$ cat src/rtl/lbp_pkg.sv
package lbp_pkg;

   localparam int SYM_W      = 10;
   localparam int CHAR_COUNT = 4;

   typedef logic [1:0]       char_idx_t;
   typedef logic [SYM_W-1:0] sym_t;

   // Character byte for each slot of a dword (y in [7:5], x in [4:0]).
   function automatic logic [7:0] pattern_byte(input char_idx_t idx);
      logic [7:0] b;
      case (idx)
         2'd0:    b = 8'h0C;   // D12.0
         2'd1:    b = 8'h8B;   // D11.4
         2'd2:    b = 8'h0C;   // D12.0
         default: b = 8'h6B;   // D11.3, flips the dword's ending disparity
      endcase
      return b;
   endfunction

   // Six-bit sub-block (a at bit 5) for negative disparity.
   // Only the codes used by the pattern are provided.
   function automatic logic [5:0] code6_neg(input logic [4:0] x);
      logic [5:0] c;
      case (x)
         5'd11:   c = 6'b110100;
         5'd12:   c = 6'b001101;
         default: c = 6'b101010;
      endcase
      return c;
   endfunction

   // Four-bit sub-block (f at bit 3), chosen by disparity after the six-bit part.
   function automatic logic [3:0] code4(input logic rd_is_pos, input logic [2:0] y);
      logic [3:0] c;
      case ({rd_is_pos, y})
         4'b0_000: c = 4'b1011;
         4'b1_000: c = 4'b0100;
         4'b0_011: c = 4'b1100;
         4'b1_011: c = 4'b0011;
         4'b0_100: c = 4'b1101;
         4'b1_100: c = 4'b0010;
         default:  c = 4'b0101;
      endcase
      return c;
   endfunction

endpackage

$ cat src/rtl/lbp_sequencer.sv
module lbp_sequencer
   import lbp_pkg::*;
#(
   parameter int LONG_DWORDS  = 2048,
   parameter int SHORT_DWORDS = 128
) (
   input  logic      clk,
   input  logic      rst,
   input  logic      start,
   input  logic      long_sel,
   output logic      adv,
   output char_idx_t ch_idx,
   output logic      last
);

   localparam int DW_W = $clog2(LONG_DWORDS + 1);
   localparam logic [DW_W-1:0] LONG_LIM  = DW_W'(LONG_DWORDS);
   localparam logic [DW_W-1:0] SHORT_LIM = DW_W'(SHORT_DWORDS);
   localparam char_idx_t       LAST_CH   = char_idx_t'(CHAR_COUNT - 1);

   logic            active_q;
   logic            long_q;
   char_idx_t       ch_q;
   logic [DW_W-1:0] dw_q;
   logic [DW_W-1:0] limit;

   assign limit  = long_q ? LONG_LIM : SHORT_LIM;
   assign last   = active_q && (ch_q == LAST_CH) && (dw_q == limit - DW_W'(1));
   assign adv    = active_q;
   assign ch_idx = ch_q;

   always_ff @(posedge clk) begin
      if (rst) begin
         active_q <= 1'b0;
         long_q   <= 1'b0;
         ch_q     <= '0;
         dw_q     <= '0;
      end else if (start) begin
         active_q <= 1'b1;
         long_q   <= long_sel;
         ch_q     <= '0;
         dw_q     <= '0;
      end else if (active_q) begin
         ch_q <= ch_q + 2'd1;
         if (ch_q == LAST_CH) begin
            dw_q <= dw_q + DW_W'(1);
         end
         if (last) begin
            active_q <= 1'b0;
         end
      end
   end

   // The dword counter never reaches the selected length while running.
   assert_dw_in_range_R6: assert property (@(posedge clk) disable iff (rst)
      active_q |-> (dw_q < limit));

   // The final character ends the run unless a restart arrives with it.
   assert_stop_after_last_R7: assert property (@(posedge clk) disable iff (rst)
      (last && !start) |=> !active_q);

   // A restart always rewinds to the first slot of dword zero.
   assert_restart_rewind_R8: assert property (@(posedge clk) disable iff (rst)
      start |=> (active_q && ch_q == '0 && dw_q == '0));

endmodule

$ cat src/rtl/lbp_char_coder.sv
module lbp_char_coder
   import lbp_pkg::*;
(
   input  logic       rd_in,
   input  logic [7:0] data,
   output sym_t       sym,
   output logic       rd_out
);

   logic [5:0] c6_neg;
   logic [5:0] c6;
   logic [3:0] c4;
   logic       rd_mid;
   logic       c6_neutral;
   logic       c4_neutral;

   always_comb begin
      c6_neg     = code6_neg(data[4:0]);
      c6_neutral = ($countones(c6_neg) == 3);
      c6         = (rd_in && !c6_neutral) ? ~c6_neg : c6_neg;
      rd_mid     = c6_neutral ? rd_in : ~rd_in;
      c4         = code4(rd_mid, data[7:5]);
      c4_neutral = ($countones(c4) == 2);
      rd_out     = c4_neutral ? rd_mid : ~rd_mid;
      sym        = {c6, c4};
   end

endmodule

$ cat src/rtl/lbp_symbol_reg.sv
module lbp_symbol_reg
   import lbp_pkg::*;
(
   input  logic      clk,
   input  logic      rst,
   input  logic      load,
   input  logic      load_rd,
   input  logic      adv,
   input  char_idx_t ch_idx,
   input  logic      last,
   output sym_t      sym_q,
   output logic      valid_q,
   output logic      rd_q,
   output logic      done_q
);

   sym_t next_sym;
   logic next_rd;
   logic last_q;

   lbp_char_coder u_coder (
      .rd_in  (rd_q),
      .data   (pattern_byte(ch_idx)),
      .sym    (next_sym),
      .rd_out (next_rd)
   );

   always_ff @(posedge clk) begin
      if (rst) begin
         sym_q   <= '0;
         valid_q <= 1'b0;
         rd_q    <= 1'b0;
         last_q  <= 1'b0;
         done_q  <= 1'b0;
      end else if (load) begin
         valid_q <= 1'b0;
         rd_q    <= load_rd;
         last_q  <= 1'b0;
         done_q  <= 1'b0;
      end else begin
         valid_q <= adv;
         last_q  <= adv && last;
         done_q  <= valid_q && last_q;
         if (adv) begin
            sym_q <= next_sym;
            rd_q  <= next_rd;
         end
      end
   end

   // Every emitted symbol is one of the balanced or near-balanced codes.
   assert_balance_R10: assert property (@(posedge clk) disable iff (rst)
      valid_q |-> ($countones(sym_q) >= 4 && $countones(sym_q) <= 6));

   // Disparity flips exactly when the emitted symbol is unbalanced.
   assert_rd_track_R4: assert property (@(posedge clk) disable iff (rst)
      valid_q |-> ((rd_q != $past(rd_q)) == ($countones(sym_q) != 5)));

   // A start reloads the disparity and blanks the output for a cycle.
   assert_load_rd_R2: assert property (@(posedge clk) disable iff (rst)
      load |=> (rd_q == $past(load_rd) && !valid_q));

   // The first symbol of any run carries the D12 six-bit sub-block.
   assert_first_char_R3: assert property (@(posedge clk) disable iff (rst)
      (valid_q && !$past(valid_q)) |-> (sym_q[9:4] == 6'b001101));

   // Completion is a single-cycle pulse with no symbol beside it.
   assert_done_pulse_R7: assert property (@(posedge clk) disable iff (rst)
      done_q |-> (!valid_q && !$past(done_q)));

endmodule

$ cat src/rtl/lbp_gen.sv
module lbp_gen
   import lbp_pkg::*;
#(
   parameter int LONG_DWORDS    = 2048,
   parameter int SHORT_DWORDS   = 128,
   parameter bit FIRST_BIT_HIGH = 1'b1
) (
   input  logic       clk,
   input  logic       rst,
   input  logic       start,
   input  logic       long_sel,
   input  logic       init_rd_pos,
   output logic [9:0] sym_o,
   output logic       sym_valid,
   output logic       rd_pos,
   output logic       done
);

   if (SHORT_DWORDS < 1) begin : g_bad_short
      $error("lbp_gen: SHORT_DWORDS must be at least 1");
   end
   if (LONG_DWORDS < SHORT_DWORDS) begin : g_bad_long
      $error("lbp_gen: LONG_DWORDS must not be below SHORT_DWORDS");
   end
   if (SYM_W != 10) begin : g_bad_sym
      $error("lbp_gen: symbol width must be 10");
   end

   logic      adv;
   logic      last;
   char_idx_t ch_idx;
   sym_t      sym_a_high;

   lbp_sequencer #(
      .LONG_DWORDS  (LONG_DWORDS),
      .SHORT_DWORDS (SHORT_DWORDS)
   ) u_seq (
      .clk      (clk),
      .rst      (rst),
      .start    (start),
      .long_sel (long_sel),
      .adv      (adv),
      .ch_idx   (ch_idx),
      .last     (last)
   );

   lbp_symbol_reg u_out (
      .clk     (clk),
      .rst     (rst),
      .load    (start),
      .load_rd (init_rd_pos),
      .adv     (adv),
      .ch_idx  (ch_idx),
      .last    (last),
      .sym_q   (sym_a_high),
      .valid_q (sym_valid),
      .rd_q    (rd_pos),
      .done_q  (done)
   );

   if (FIRST_BIT_HIGH) begin : g_order_msb
      assign sym_o = sym_a_high;
   end else begin : g_order_lsb
      for (genvar i = 0; i < SYM_W; i++) begin : g_rev
         assign sym_o[i] = sym_a_high[SYM_W-1-i];
      end
   end

endmodule

$ cat config.mk
export PLATFORM = sky130hd
export DESIGN_NAME = lbp_gen
export DESIGN_NICKNAME = d
export VERILOG_FILES = /design/src/rtl/lbp_pkg.sv /design/src/rtl/lbp_sequencer.sv /design/src/rtl/lbp_char_coder.sv /design/src/rtl/lbp_symbol_reg.sv /design/src/rtl/lbp_gen.sv
export SDC_FILE = /design/constraint.sdc
export NUM_CORES = 1
export LEC_CHECK = 0
export CAP_MARGIN = 40
export CORE_UTILIZATION = 40
export DETAILED_ROUTE_END_ITERATION = 8
export MAX_ROUTING_LAYER = met4
export PLACE_DENSITY = 0.71
export SLEW_MARGIN = 25
export SYNTH_ARGS = -nofsm -noshare
export SYNTH_HDL_FRONTEND = slang
export SYNTH_SLANG_ARGS = --single-unit
$ cat constraint.sdc
create_clock -name clk -period 2.4 [get_ports clk]
set_input_delay 0.48 -clock clk [delete_from_list [all_inputs] [get_ports clk]]
set_output_delay 0.48 -clock clk [all_outputs]
set_load 0.01 [all_outputs]
**After elaboration in Yosys (flattened, before gate mapping)**

Index checks and enable logic that the tools add are counted.

- Muxes and demuxes: 12
- Bitwise gates (word level): 4
- Equality and inequality tests: 13
- Add/sub/neg operators: 11
- Reduce and logical (&&, ||, !) cells: 13

Operator list:

| operator | count |
|---|---|
| 32-bit by 2-bit adder with 32-bit output | 2 |
| 32-bit by 3-bit == test with 1-bit output (second input constant) | 1 |
| 4-bit case mux with 6 select lines | 1 |
| 8-bit case mux with 2 select lines | 1 |
| 12-bit by 1-bit adder with 12-bit output (second input constant) | 1 |
| 12-bit == test | 1 |
| 4-bit == test (second input constant) | 3 |
| 12-bit 2-to-1 mux | 1 |
| 6-bit case mux with 2 select lines | 1 |
| 12-bit by 1-bit subtractor with 12-bit output (second input constant) | 1 |
| 1-bit by 1-bit adder with 2-bit output | 5 |
| 5-bit by 4-bit == test with 1-bit output (second input constant) | 2 |
| 1-bit 2-to-1 mux | 7 |
| 6-bit 2-to-1 mux | 1 |
| 6-bit NOT | 1 |
| 1-bit logical AND | 5 |
| 2-bit == test (second input constant) | 2 |
| 4-bit by 2-bit == test with 1-bit output (second input constant) | 1 |
| 4-bit by 3-bit == test with 1-bit output (second input constant) | 1 |
| 4-bit zero test | 1 |
| 2-bit AND reduction | 2 |
| 2-bit OR reduction | 2 |
| 2-bit by 2-bit adder with 3-bit output | 1 |
| 3-bit by 2-bit == test with 1-bit output (second input constant) | 1 |
| 6 further kinds | 8 |

- Output and inout bits: 13
- Bits in registers: 30
- Word-level logic and storage cells: 62
- Input bits: 5

**Longest topological paths before layout**

- Depth after elaboration: 18
- Gate-level depth with buffers: 9
- Depth with buffers taken out: 9

**Hierarchy**

Synthesis repeated with hierarchy kept, for this count alone.

- Cells, all modules: 174
- Area total of the unflattened synthesis: 1500.2 um2

By module, submodules not included:

| module | cells an instance | area an instance (um2) | times used |
|---|---|---|---|
| lbp_sequencer | 83 | 754.5 | 1 |
| lbp_symbol_reg | 62 | 503.0 | 1 |
| lbp_char_coder | 29 | 242.7 | 1 |

**Least setup slack after synthesis**

OpenSTA, ideal clock, no wires.

- Path kind: flip-flop to flip-flop
- Start: reg u_seq.ch_q[0] (netlist: u_seq.ch_idx[0])
- End: reg u_out.sym_q[1]
- Path slack: 0.497 ns
- Arrival time: 1.787 ns
- Stages on the path, launching flop included: 10
- Library setup time: 0.116 ns
- Period minus slack after synthesis: 1.903 ns
- Cell sequence: dfxtp_1 > inv_1 > ha_1 > nor2_1 > nor2_1 > ha_1 > nand2_1 > a21oi_1 > or3_1 > o211a_1

- Longest elaborated chain between the ends: 12

Ends and longest elaborated chain:

| item | line | text |
|---|---|---|
| from (decl) | lbp_sequencer.sv:23 | `char_idx_t ch_q;` |
| from (signal assigned) | lbp_sequencer.sv:44 | `ch_q <= ch_q + 2'd1;` |
| 2-bit == test / 2-bit zero test (equally long branches) | lbp_pkg.sv:12 | `case (idx)` |
| 2-bit OR reduction (no source line) | -- |  |
| 8-bit case mux with 2 select lines * | lbp_pkg.sv:12 |  |
| 5-bit by 4-bit == test with 1-bit output | lbp_pkg.sv:25 | `case (x)` |
| 6-bit case mux with 2 select lines | lbp_pkg.sv:25 |  |
| 1-bit by 1-bit adder with 2-bit output (implied by the code) | lbp_char_coder.sv:19 | `c6_neutral = ($countones(c6_neg) == 3);` |
| 32-bit by 2-bit adder with 32-bit output (implied by the code) (2 in a row) | lbp_char_coder.sv:19 |  |
| 32-bit by 3-bit == test with 1-bit output | lbp_char_coder.sv:19 |  |
| 1-bit 2-to-1 mux | lbp_char_coder.sv:21 | `rd_mid = c6_neutral ? rd_in : ~rd_in;` |
| 4-bit == test, or another cell as far along | lbp_pkg.sv:36 | `case ({rd_is_pos, y})` |
| 4-bit case mux with 6 select lines * | lbp_pkg.sv:36 |  |
| to (signal assigned) | lbp_symbol_reg.sv:45 | `sym_q <= next_sym;` |
| to (decl) | lbp_symbol_reg.sv:11 | `output sym_t sym_q,` |

Mark *: on every way between the ends. The rest lies on a longest branch, timed or not.
A chain may end at the register's enable or synchronous reset.

**Final worst setup path**

Ends and elaborated chain as after synthesis.

==> summary.txt <==
Setup path
  • Worst r2r src: u_seq.ch_idx[0]
  • CP Capture Type: flip-flop
  • Data required, critical path: between 2 and 3 ns
  • Critical setup path kind: reg -> reg
  • R2r setup slk: 0.34 ns
  • Critical Path AT: between 2 and 2.5 ns
  • RR Endpoint: u_out.sym_q[1]
  • CP Max Fanout: 5
  • Startpoint Class: flip-flop
  • R2R depth: 9

Die
  • I/O pin total: 18
  • Initial Utilization: 43.6%
  • Core area: 3150 sq um
  • Die H: 60.6 microns
  • Die outline width: 60.6 microns
  • Die area: around 3700 sq um
  • Cell Rows: 20

Route
  • Iteration-0 DRC Markers: 38
  • Vias: 1106
  • Pre-Repair DR Iteration Count: 4
  • Routed len/inst: between 10 and 15 microns
  • Total Wirelength: 2610 microns
  • Routed vias/inst: around 5
  • DRC violations left: 0
  • Final ANT Viol Nets: 0

STA
  • Fmax: 0.485 GHz
  • Relative max-transition margin: 79.1%
  • Unrepaired setup endpoints after global routing: false
  • Fin Clk Skew: about 0.0096 ns
  • Slew Limit Fails: 0
  • Setup Viol. Count Final: 0
  • Setup TNS: 0 ns
  • Final hold viol count: 0
  • Worst Tran Pin Value: 0.311 ns
  • Crit share post-route: between 80% and 90%
  • Crit path time final: 2.06 ns

Synth
  • Synth area leader: dfxtp_1
  • Post-synth cell types: 31
  • Number of flops mapped to enable cells by yosys: 0
  • Synth warn: 0
  • Top post-synthesis cells by count: dfxtp_1, nor2_1, nand2_1
  • Syn avg cell area: 8.70 sq um
  • Post-synth ARST share: 0%
  • Cell count after synthesis: around 160
  • Most common cell in the netlist: dfxtp_1
  • Area share of the largest cell type after synthesis: 43.7%
  • Yosys reg bits: 30
  • Sequential-to-total area share from yosys stat: 43.7%
  • Ys flop type: dfxtp_1
  • Syn Nets: 170
  • Post-Syn Area: 1380 sq um
  • Top cells by area in the synthesized netlist: dfxtp_1, ha_1, nor2_1, xnor2_1, nand2_1

Placed design
  • RePlAce Congestion: between 0.8 and 0.9
  • Post-DP HPWL: 1900 microns
  • DP Area: 1580 sq um
  • I/O Buffers: 17

Power and ir drop
  • Worst VDD drop: 0.173 mV
  • Tot Pwr: 0.933 mW
  • PD cells: 568 nW/um^2
  • Leak pwr: 0.602 nW

Clock tree
  • Clk sinks: 30
  • Post-cts repair resize count: 0
  • CTS tree: done
  • Longest Clk Path Bufs: 2
  • Num CTS Buffers: 5
  • Post-CTS setup buffers: 0
  • Worst skew pair latency: 0.34 ns
  • Clk root buf: clkbuf_4
  • Clock transition at the registers of the reported paths: 0.09 ns
  • Cts hold-fix bufs: 0
  • Depth of the CTS H-tree: 2

Worst hold path
  • Hold endpoint: u_out.done_q
  • WHS Path Cells: 2
  • Worst min path class: reg -> reg
  • Hold path start: u_out.last_q

Global route
  • Global route overflow: 0
  • First-pass GRT wire length: 4510 microns
  • Vias in the first global route: 1087
  • Largest net degree at the start of global routing: 16
  • Total track usage: 17.7%
  • Initial antenna violation count: 0

Cells and area
  • Design Area, Final: 1640 sq um
  • Final Util: 52.1%
  • Diode count: 0
  • Share of post-route cells with drive strength above 1: 7.22%
  • Nets: 191
  • P&R area growth vs syn: 19.6%

Job
  • Max_cap viols: 0

Outcome
  • Status: complete, no violations
-- critical path, cell delays in order, from the launching register on --
cell	delay, ns
dfxtp_1	0.42
inv_1	0.09
ha_1	0.24
nor2_1	0.22
nor2_1	0.09
ha_1	0.29
nand2_1	0.06
a21oi_1	0.06
or3_1	0.37
o211a_1	0.13
-- per-stage QoR --
step | cells | worst slack, ns | hold slack (ns)
2_1_floorplan | 158 | 0.497 | 0.395
3_3_place_gp | 216 | 0.399 | 0.405
3_5_place_dp | 216 | 0.319 | 0.406
4_1_cts | 224 | 0.334 | 0.420
5_1_grt | 224 | 0.150 | 0.447
6_report | 224 | 0.340 | 0.416
-- worst max path at each step --
stage	from	to	slack, ns	cells past startpoint
after global routing	u_seq.ch_idx[0]	u_out.sym_q[1]	0.15	9
after floorplan	u_seq.ch_idx[0]	u_out.sym_q[1]	0.50	9
after detailed placement	start	u_out.sym_q[1]	0.32	4
after CTS	u_seq.ch_idx[0]	u_out.sym_q[1]	0.33	9
after global placement	start	u_out.sym_q[1]	0.40	4
final	u_seq.ch_idx[0]	u_out.sym_q[1]	0.34	9
-- registers in the layout, summed over array words and instances (netlist names) --
name           cells
u_out.done_q       1
u_out.last_q       1
u_out.rd_q         1
u_out.sym_q       10
u_out.valid_q      1
u_seq.adv          1
u_seq.ch_idx       2
u_seq.dw_q        12
u_seq.long_q       1
-- logic make-up (layout without fill, tap and decap cells) --
| group | count (synthesis) | count (layout) | share of synthesized area, % |
|---|---|---|---|
| AOI/OAI and AO/OA | 21 | 21 | 9.19 |
| muxes | 3 | 3 | 2.18 |
| adders and majority gates | 7 | 7 | 6.37 |
| xor gates and xnor gates | 15 | 15 | 9.55 |
| and+or+nand+nor | 69 | 69 | 24.0 |
| buffers and inverters | 13 | 35 | 5.00 |
| DFF | 30 | 30 | 43.7 |
-- final cells by class --
| class | instances | area, sq um |
|---|---|---|
| sequential | 30 | 601 |
| timing repair buffer | 21 | 200 |
| fill | 307 | 1510 |
| tap | 44 | 55.1 |
| clock buffer | 7 | 55.1 |
| inverter | 6 | 22.5 |
| clock inverter | 1 | 5.00 |
| multi-input combinational | 115 | 706 |
-- cell usage in the layout, fill, tap and decap left out, types with 2 or more instances in the layout --
cell type | synthesis | final
dfxtp_1 | 30 | 30
nor2_1 | 23 | 23
clkdlybuf4s50_1 | 0 | 17
nand2_1 | 15 | 15
a21oi_1 | 11 | 11
xnor2_1 | 9 | 9
ha_1 | 7 | 7
inv_1 | 6 | 6
nand3_1 | 6 | 6
xor2_1 | 6 | 6
nand4_1 | 5 | 5
clkbuf_4 | 0 | 5
nand2b_1 | 4 | 4
o21ai_0 | 4 | 4
nor3_1 | 4 | 4
buf_4 | 1 | 4
or4_1 | 3 | 3
nor4_1 | 3 | 3
mux2i_1 | 3 | 3
or3_1 | 2 | 2
-- routing by layer --
layer / up-vias / global-route usage, % / wire length (microns)
met4: 0 / 12.7 / 83
li1: 577 / - / -
met2: 16 / 26.4 / 1200
met3: 7 / 3.84 / 71
met1: 506 / 21.0 / 1260
met5: - / - / 0
-- power breakdown --
part | internal (mW) | leakage [nW] | total (mW) | switching, mW
clock | 0.142 | 0.0353 | 0.315 | 0.173
sequential | 0.511 | 0.244 | 0.522 | 0.0110
combinational | 0.0497 | 0.323 | 0.0959 | 0.0462
total | 0.703 | 0.602 | 0.933 | 0.230
Note: power is estimated with default switching activity, not from simulation.
